### config.mk
export PLATFORM = sky130hd
export DESIGN_NAME = near_atomic_alu
export DESIGN_NICKNAME = d
export VERILOG_FILES = /design/src/rtl/natomic_pkg.sv /design/src/rtl/natomic_store.sv /design/src/rtl/natomic_ctrl.sv /design/src/rtl/natomic_datapath.sv /design/src/rtl/near_atomic_alu.sv
export SDC_FILE = /design/constraint.sdc
export NUM_CORES = 1
export LEC_CHECK = 0
export BUFFER_PORTS_ARGS = -buffer_cell sky130_fd_sc_hd__buf_2
export CORE_MARGIN = 2
export CORE_UTILIZATION = 63
export CTS_CLUSTER_SIZE = 40
export DETAILED_ROUTE_END_ITERATION = 6
export GPL_TIMING_DRIVEN = 1
export PLACE_DENSITY = 0.91
export SLEW_MARGIN = 10
export SYNTH_ARGS = -nofsm -noshare
export SYNTH_HDL_FRONTEND = slang
export SYNTH_SLANG_ARGS = --single-unit
### constraint.sdc
create_clock -name clk -period 5.5 [get_ports clk]
set_clock_uncertainty 0.05 [all_clocks]
set_input_delay 0.55 -clock clk [delete_from_list [all_inputs] [get_ports clk]]
set_output_delay 0.55 -clock clk [all_outputs]
set_load 0.05 [all_outputs]
### src/rtl/natomic_pkg.sv
package natomic_pkg;

  typedef enum logic [1:0] {
    OP_ADD  = 2'd0,
    OP_XCHG = 2'd1,
    OP_READ = 2'd2,
    OP_RSVD = 2'd3
  } atomOp_e;

  // strobes from control to datapath
  typedef struct packed {
    logic capture;   // load read-stage registers from request ports
    logic adv2;      // move read stage into compute stage
    logic adv3;      // move compute stage into write stage
    logic fwdEx;     // take old value from compute stage result
    logic fwdWr;     // take old value from write stage result
    logic memWrite;  // commit write-stage result to storage
    logic push;      // enqueue write-stage response
    logic pop;       // dequeue head response
  } strobes_t;

endpackage

### src/rtl/natomic_store.sv
module natomic_store #(
  parameter int WORDS  = 16,
  parameter int DATA_W = 32,
  localparam int ADDR_W = $clog2(WORDS)
) (
  input  logic              clk,
  input  logic              rstN,
  input  logic              wrEn,
  input  logic [ADDR_W-1:0] wrAddr,
  input  logic [DATA_W-1:0] wrData,
  input  logic [ADDR_W-1:0] rdAddr,
  output logic [DATA_W-1:0] rdData
);

  logic [DATA_W-1:0] words [WORDS];

  always_ff @(posedge clk) begin
    if (!rstN) begin
      for (int i = 0; i < WORDS; i++) words[i] <= '0;
    end else if (wrEn) begin
      words[wrAddr] <= wrData;
    end
  end

  assign rdData = words[rdAddr];

  // a committed result is visible at its address on the following cycle
  assert_write_lands_R2: assert property (@(posedge clk) disable iff (!rstN)
    wrEn |=> words[$past(wrAddr)] == $past(wrData));

endmodule

### src/rtl/natomic_ctrl.sv
module natomic_ctrl
  import natomic_pkg::*;
#(
  parameter int QDEPTH = 8,
  localparam int PTR_W = (QDEPTH > 1) ? $clog2(QDEPTH) : 1,
  localparam int CNT_W = $clog2(QDEPTH + 1) + 1
) (
  input  logic             clk,
  input  logic             rstN,
  input  logic             reqValid,
  output logic             reqReady,
  input  logic             rspReady,
  output logic             rspValid,
  input  logic             wrIsWrite,
  input  logic             matchS1Ex,
  input  logic             matchS1Wr,
  output strobes_t         stb,
  output logic [PTR_W-1:0] headPtr,
  output logic [PTR_W-1:0] tailPtr
);

  logic s1Valid, s2Valid, s3Valid;
  logic [CNT_W-1:0] qCount;
  logic [CNT_W-1:0] inFlight;

  assign inFlight = CNT_W'(s1Valid) + CNT_W'(s2Valid) + CNT_W'(s3Valid);
  assign reqReady = (qCount + inFlight) < CNT_W'(QDEPTH);
  assign rspValid = (qCount != '0);

  always_comb begin
    stb          = '0;
    stb.capture  = reqValid && reqReady;
    stb.adv2     = s1Valid;
    stb.adv3     = s2Valid;
    stb.fwdEx    = s1Valid && s2Valid && matchS1Ex;
    stb.fwdWr    = s1Valid && s3Valid && matchS1Wr;
    stb.memWrite = s3Valid && wrIsWrite;
    stb.push     = s3Valid;
    stb.pop      = rspValid && rspReady;
  end

  always_ff @(posedge clk) begin
    if (!rstN) begin
      s1Valid <= 1'b0;
      s2Valid <= 1'b0;
      s3Valid <= 1'b0;
    end else begin
      s1Valid <= stb.capture;
      s2Valid <= s1Valid;
      s3Valid <= s2Valid;
    end
  end

  always_ff @(posedge clk) begin
    if (!rstN) begin
      qCount  <= '0;
      headPtr <= '0;
      tailPtr <= '0;
    end else begin
      if (stb.push)
        tailPtr <= (tailPtr == PTR_W'(QDEPTH - 1)) ? '0 : tailPtr + 1'b1;
      if (stb.pop)
        headPtr <= (headPtr == PTR_W'(QDEPTH - 1)) ? '0 : headPtr + 1'b1;
      case ({stb.push, stb.pop})
        2'b10:   qCount <= qCount + 1'b1;
        2'b01:   qCount <= qCount - 1'b1;
        default: qCount <= qCount;
      endcase
    end
  end

  // queue never receives a response it has no slot for
  assert_no_overflow_R8: assert property (@(posedge clk) disable iff (!rstN)
    (stb.push && !stb.pop) |-> (qCount < CNT_W'(QDEPTH)));

  // a waiting response is not withdrawn
  assert_rsp_held_R8: assert property (@(posedge clk) disable iff (!rstN)
    (rspValid && !rspReady) |=> rspValid);

  // accepted request reaches the queue three edges later
  assert_latency_R7: assert property (@(posedge clk) disable iff (!rstN)
    stb.capture |=> ##2 stb.push);

endmodule

### src/rtl/natomic_datapath.sv
module natomic_datapath
  import natomic_pkg::*;
#(
  parameter int WORDS  = 16,
  parameter int DATA_W = 32,
  parameter int ID_W   = 4,
  parameter int QDEPTH = 8,
  localparam int ADDR_W = $clog2(WORDS),
  localparam int PTR_W  = (QDEPTH > 1) ? $clog2(QDEPTH) : 1
) (
  input  logic              clk,
  input  logic              rstN,
  input  strobes_t          stb,
  input  logic [1:0]        reqOp,
  input  logic [ID_W-1:0]   reqId,
  input  logic [ADDR_W-1:0] reqAddr,
  input  logic [DATA_W-1:0] reqData,
  input  logic [PTR_W-1:0]  headPtr,
  input  logic [PTR_W-1:0]  tailPtr,
  output logic              wrIsWrite,
  output logic              matchS1Ex,
  output logic              matchS1Wr,
  output logic [ID_W-1:0]   rspId,
  output logic [DATA_W-1:0] rspData
);

  // read stage
  atomOp_e           s1Op;
  logic [ID_W-1:0]   s1Id;
  logic [ADDR_W-1:0] s1Addr;
  logic [DATA_W-1:0] s1Data;
  // compute stage
  atomOp_e           s2Op;
  logic [ID_W-1:0]   s2Id;
  logic [ADDR_W-1:0] s2Addr;
  logic [DATA_W-1:0] s2Data;
  logic [DATA_W-1:0] s2Old;
  logic [DATA_W-1:0] s2New;
  // write stage
  atomOp_e           s3Op;
  logic [ID_W-1:0]   s3Id;
  logic [ADDR_W-1:0] s3Addr;
  logic [DATA_W-1:0] s3Old;
  logic [DATA_W-1:0] s3New;

  logic [DATA_W-1:0] arrayWord;
  logic [DATA_W-1:0] oldSel;

  logic [ID_W-1:0]   qId   [QDEPTH];
  logic [DATA_W-1:0] qData [QDEPTH];

  natomic_store #(.WORDS(WORDS), .DATA_W(DATA_W)) u_store (
    .clk    (clk),
    .rstN   (rstN),
    .wrEn   (stb.memWrite),
    .wrAddr (s3Addr),
    .wrData (s3New),
    .rdAddr (s1Addr),
    .rdData (arrayWord)
  );

  assign matchS1Ex = (s1Addr == s2Addr);
  assign matchS1Wr = (s1Addr == s3Addr);
  assign wrIsWrite = (s3Op == OP_ADD) || (s3Op == OP_XCHG);

  // youngest older result wins
  always_comb begin
    if (stb.fwdEx)      oldSel = s2New;
    else if (stb.fwdWr) oldSel = s3New;
    else                oldSel = arrayWord;
  end

  always_comb begin
    case (s2Op)
      OP_ADD:  s2New = s2Old + s2Data;
      OP_XCHG: s2New = s2Data;
      default: s2New = s2Old;
    endcase
  end

  always_ff @(posedge clk) begin
    if (!rstN) begin
      s1Op <= OP_READ; s1Id <= '0; s1Addr <= '0; s1Data <= '0;
      s2Op <= OP_READ; s2Id <= '0; s2Addr <= '0; s2Data <= '0; s2Old <= '0;
      s3Op <= OP_READ; s3Id <= '0; s3Addr <= '0; s3Old <= '0; s3New <= '0;
    end else begin
      if (stb.capture) begin
        s1Op   <= atomOp_e'(reqOp);
        s1Id   <= reqId;
        s1Addr <= reqAddr;
        s1Data <= reqData;
      end
      if (stb.adv2) begin
        s2Op   <= s1Op;
        s2Id   <= s1Id;
        s2Addr <= s1Addr;
        s2Data <= s1Data;
        s2Old  <= oldSel;
      end
      if (stb.adv3) begin
        s3Op   <= s2Op;
        s3Id   <= s2Id;
        s3Addr <= s2Addr;
        s3Old  <= s2Old;
        s3New  <= s2New;
      end
    end
  end

  always_ff @(posedge clk) begin
    if (stb.push) begin
      qId[tailPtr]   <= s3Id;
      qData[tailPtr] <= s3Old;
    end
  end

  assign rspId   = qId[headPtr];
  assign rspData = qData[headPtr];

  // read-only opcodes leave the stored word untouched
  assert_read_no_change_R4: assert property (@(posedge clk) disable iff (!rstN)
    (stb.push && !wrIsWrite) |-> (s3New == s3Old));

  // exchange commits exactly the operand it carried
  assert_xchg_value_R3: assert property (@(posedge clk) disable iff (!rstN)
    (stb.adv3 && s2Op == OP_XCHG) |=> (s3New == $past(s2Data)));

endmodule

### src/rtl/near_atomic_alu.sv
module near_atomic_alu
  import natomic_pkg::*;
#(
  parameter int WORDS  = 16,
  parameter int DATA_W = 32,
  parameter int ID_W   = 4,
  parameter int QDEPTH = 8,
  localparam int ADDR_W = $clog2(WORDS),
  localparam int PTR_W  = (QDEPTH > 1) ? $clog2(QDEPTH) : 1
) (
  input  logic              clk,
  input  logic              rstN,
  input  logic              reqValid,
  output logic              reqReady,
  input  logic [1:0]        reqOp,
  input  logic [ID_W-1:0]   reqId,
  input  logic [ADDR_W-1:0] reqAddr,
  input  logic [DATA_W-1:0] reqData,
  output logic              rspValid,
  input  logic              rspReady,
  output logic [ID_W-1:0]   rspId,
  output logic [DATA_W-1:0] rspData
);

  strobes_t         stb;
  logic             wrIsWrite, matchS1Ex, matchS1Wr;
  logic [PTR_W-1:0] headPtr, tailPtr;

  natomic_ctrl #(.QDEPTH(QDEPTH)) u_ctrl (
    .clk       (clk),
    .rstN      (rstN),
    .reqValid  (reqValid),
    .reqReady  (reqReady),
    .rspReady  (rspReady),
    .rspValid  (rspValid),
    .wrIsWrite (wrIsWrite),
    .matchS1Ex (matchS1Ex),
    .matchS1Wr (matchS1Wr),
    .stb       (stb),
    .headPtr   (headPtr),
    .tailPtr   (tailPtr)
  );

  natomic_datapath #(
    .WORDS(WORDS), .DATA_W(DATA_W), .ID_W(ID_W), .QDEPTH(QDEPTH)
  ) u_dp (
    .clk       (clk),
    .rstN      (rstN),
    .stb       (stb),
    .reqOp     (reqOp),
    .reqId     (reqId),
    .reqAddr   (reqAddr),
    .reqData   (reqData),
    .headPtr   (headPtr),
    .tailPtr   (tailPtr),
    .wrIsWrite (wrIsWrite),
    .matchS1Ex (matchS1Ex),
    .matchS1Wr (matchS1Wr),
    .rspId     (rspId),
    .rspData   (rspData)
  );

  // a stalled response keeps its tag and value
  assert_rsp_stable_R5: assert property (@(posedge clk) disable iff (!rstN)
    (rspValid && !rspReady) |=> ($stable(rspId) && $stable(rspData)));

endmodule

==> impl_metrics.json <==
{
  "status": "complete, no violations",
  "fin_crit_sh_pct": 69.4,
  "rr_endpoint": "u_dp.u_store.words[3][27]",
  "numCtsBuffers": 97,
  "grt-ovfl-total": 0,
  "rsz0062_at_grt": "false",
  "synth_top_cell_by_area": "edfxtp_1",
  "p_per_area_mw_per_mm2": 349,
  "clock-sinks": 1010,
  "port_buffers": 83,
  "clk_latency_ps": 680,
  "netlist_instances": 2994,
  "place.gp.congestion": 0.957,
  "fin_area_mm2": 0.0491,
  "synthesis.nets": 3084,
  "drc": 0,
  "hold_depth": 3,
  "ctsResizeCount": 0,
  "antenna_found_initial": 0,
  "area_growth_pct": 10.2,
  "dp_hpwl_um": 66000,
  "fill_cells": 4140,
  "ys.flop_type": "edfxtp_1",
  "path_class": "flop to output pin",
  "place_area_mm2": 0.0459,
  "first_pass_iters": 6,
  "initial_utilization_pct": 63.6,
  "r2r_start": "u_ctrl.s3Valid",
  "syn_area_per_cell_um2": 14.9,
  "hold_violations": 0,
  "ys_ff_latch": 1010,
  "vias_per_cell": 6.59,
  "ant_nets": 0,
  "setup_viol": 0,
  "cap_violations": 0,
  "h-tree-depth": 3,
  "die_x_um": 270,
  "worstMarginPinSlew_ps": 1160,
  "final_nets": 3088,
  "start_kind": "flop",
  "utilization_pct": 70.1,
  "synth-seq-area-share_pct": 63.4,
  "post_cts_buffers": 0,
  "core_area_mm2": 0.0700,
  "max_stage_delay_ps": 880,
  "holdBufCountCts": 0,
  "max_slew_margin_pct": 22.4,
  "drt-initial-drc-count": 3565,
  "arrival_ps": 3220,
  "path_buf_inv": 2,
  "track_usage_pct": 31.4,
  "r2r_setup_slack_ps": 1790,
  "cts_tree": "built",
  "yosys_warnings": 0,
  "synth_cell_type_count": 73,
  "report.final.slew_viol_count": 0,
  "drt_wl_total_um": 114000,
  "peakVddDrop_uv": 272,
  "ioPinCount": 84,
  "cts_root_buf": "clkbuf_16",
  "grt_pass1_wl_um": 171000,
  "synth_area_leaders": "edfxtp_1 54%, mux4_2 12%, dfxtp_1 9.4%",
  "instances_no_fill": 4020,
  "wl_per_cell_um": 28.4,
  "synth_top_area_share_pct": 53.9,
  "leakagePower_nw": 17.2,
  "worstHoldStart": "reqOp[1]",
  "cts.path.max_buffers": 3,
  "multi_input_area_mm2": 0.0157,
  "num_antenna_cells": 0,
  "synth-edff-count": 800,
  "grt_max_degree": 99,
  "async_reset_ff_share_pct": 0,
  "fp.dieArea_mm2": 0.0728,
  "crit_path_end_kind": "output pin",
  "dr_total_vias": 26511,
  "fin_setup_tns_ps": 0,
  "path_cells": "buf_4, mux4_2, mux2_2, buf_2",
  "holdPathEnd": "u_dp.s1Op[1]",
  "drive_gt1_share_pct": 20.0,
  "fp-row-count": 97,
  "cts.clk_slew.worst_paths_ps": 70,
  "grt_pass1_vias": 27236,
  "seq_area_mm2": 0.0282,
  "syn-cell-area_mm2": 0.0445,
  "hp-class": "input port to flop",
  "cp_slowest_cell": "dfxtp_4",
  "path_max_fanout": 40,
  "cp.required_ps": 4900,
  "die_h_um": 270,
  "rr_worst_depth": 6,
  "max_freq_mhz": 262,
  "period_minus_slack_ps": 3820,
  "placed_cells_incl_taps": 3839,
  "cpLargestDelayFamily": "flip-flops"
}
[per-layer routing]
metal / part of all wire (%) / vias up / wire length [µm] / track usage, %
met5: 0 / - / 0 / 0
met4: 4.2 / 0 / 4850 / 13.0
met3: 9.9 / 336 / 11300 / 5.18
met2: 50 / 1699 / 57600 / 53.4
met1: 35 / 13336 / 40400 / 40.6
li1: - / 11140 / - / -
[power by group]
part | total, mW | switching, mW | internal, mW | leakage, nW
clock network | 6.67 | 2.97 | 3.70 | 1.55
logic | 1.80 | 1.03 | 0.768 | 5.98
registers | 8.68 | 0.264 | 8.41 | 9.67
[how the worst max path moves through the flow]
stage                     from                   endpoint  slack, ps  cells after the start
final                     flop                rspData[27]       1680                      4
after global routing      flop                rspData[27]       1500                      4
after CTS                 flop                rspData[27]       1610                      4
after detailed placement  rstN  u_dp.u_store.words[3][25]       1890                      5
after global placement    rstN  u_dp.u_store.words[3][27]       2070                      5
after floorplan           rstN  u_dp.u_store.words[12][0]       1290                      5
[cells by family after synthesis]
group | share of synthesized area (%)
mux | 16.0
buf+inv | 2.18
flops | 63.4
simple gates | 12.0
fa+ha+maj | 1.27
xor+xnor | 0.649
compound gates | 4.51
[synth_stat cells (6+ instances only)]
library cell / count
edfxtp_1: 800
and2_1: 504
mux4_2: 232
dfxtp_1: 210
clkbuf_1: 173
nand2_1: 171
mux2i_1: 141
nor2b_1: 115
o21ai_0: 67
a21oi_1: 60
nor2_1: 60
mux2_2: 43
ha_1: 42
a21boi_0: 39
nor3_1: 27
buf_1: 26
nand3_1: 21
a21o_1: 19
inv_1: 19
xor2_1: 18
buf_2: 17
nand2b_1: 15
xnor2_1: 15
o211ai_1: 14
a21boi_1: 11
o221ai_1: 11
nand4_1: 10
nand3b_1: 9
o21a_1: 9
o21bai_1: 7
nor4_1: 6
o22ai_1: 6
or3_1: 6
[metrics by stage]
step	setup WS (ps)	total power [mW]	hold slack, ps
after floorplan	1290	10.1	385
after global placement	2070	10.5	392
after detailed placement	1890	10.6	410
after CTS	1610	17.1	28.6
after global routing	1500	17.5	58.7
final	1680	17.1	42.0
[worst min-delay path, cell delays in order]
cell,delay [ps]
buf_2,70
nand2_1,40
nand3_1,60
[placed cells by master (no fill, tap or decap), types with 29 or more instances in the layout]
master / n
nor2_1: 42
clkinv_2: 29
clkbuf_16: 98
mux2i_1: 141
o21ai_0: 55
and2_1: 503
buf_4: 43
nand2_1: 171
ha_1: 42
buf_2: 82
a21boi_0: 39
nor2b_1: 115
mux4_2: 232
dfxtp_1: 202
mux2_2: 43
edfxtp_1: 800
a21oi_1: 60
[registers in the layout, indices dropped and copies added (netlist names), 3 cells and up, named ones only]
signal	count
u_dp.s3New	32
u_dp.s3Old	32
u_dp.s3Id	4
u_dp.s1Id	4
u_ctrl.tailPtr	3
u_dp.qData	256
u_ctrl.headPtr	3
u_dp.s3Addr	4
u_dp.s2Old	32
u_dp.s2Data	32
u_dp.s2Id	4
u_dp.s2Addr	4
u_dp.qId	32
u_dp.u_store.words	512
u_ctrl.qCount	5
u_dp.s1Addr	4
u_dp.s1Data	32
[final cells by class]
cell class | instances | area share (%)
clock inverter | 63 | 1.22
timing repair buffer | 128 | 1.60
multi-input combinational | 1740 | 31.9
sequential | 1010 | 57.6
clock buffer | 118 | 5.17
inverter | 21 | 0.161
tap | 940 | 2.40
No activity file was read; power rests on OpenSTA's default activity.
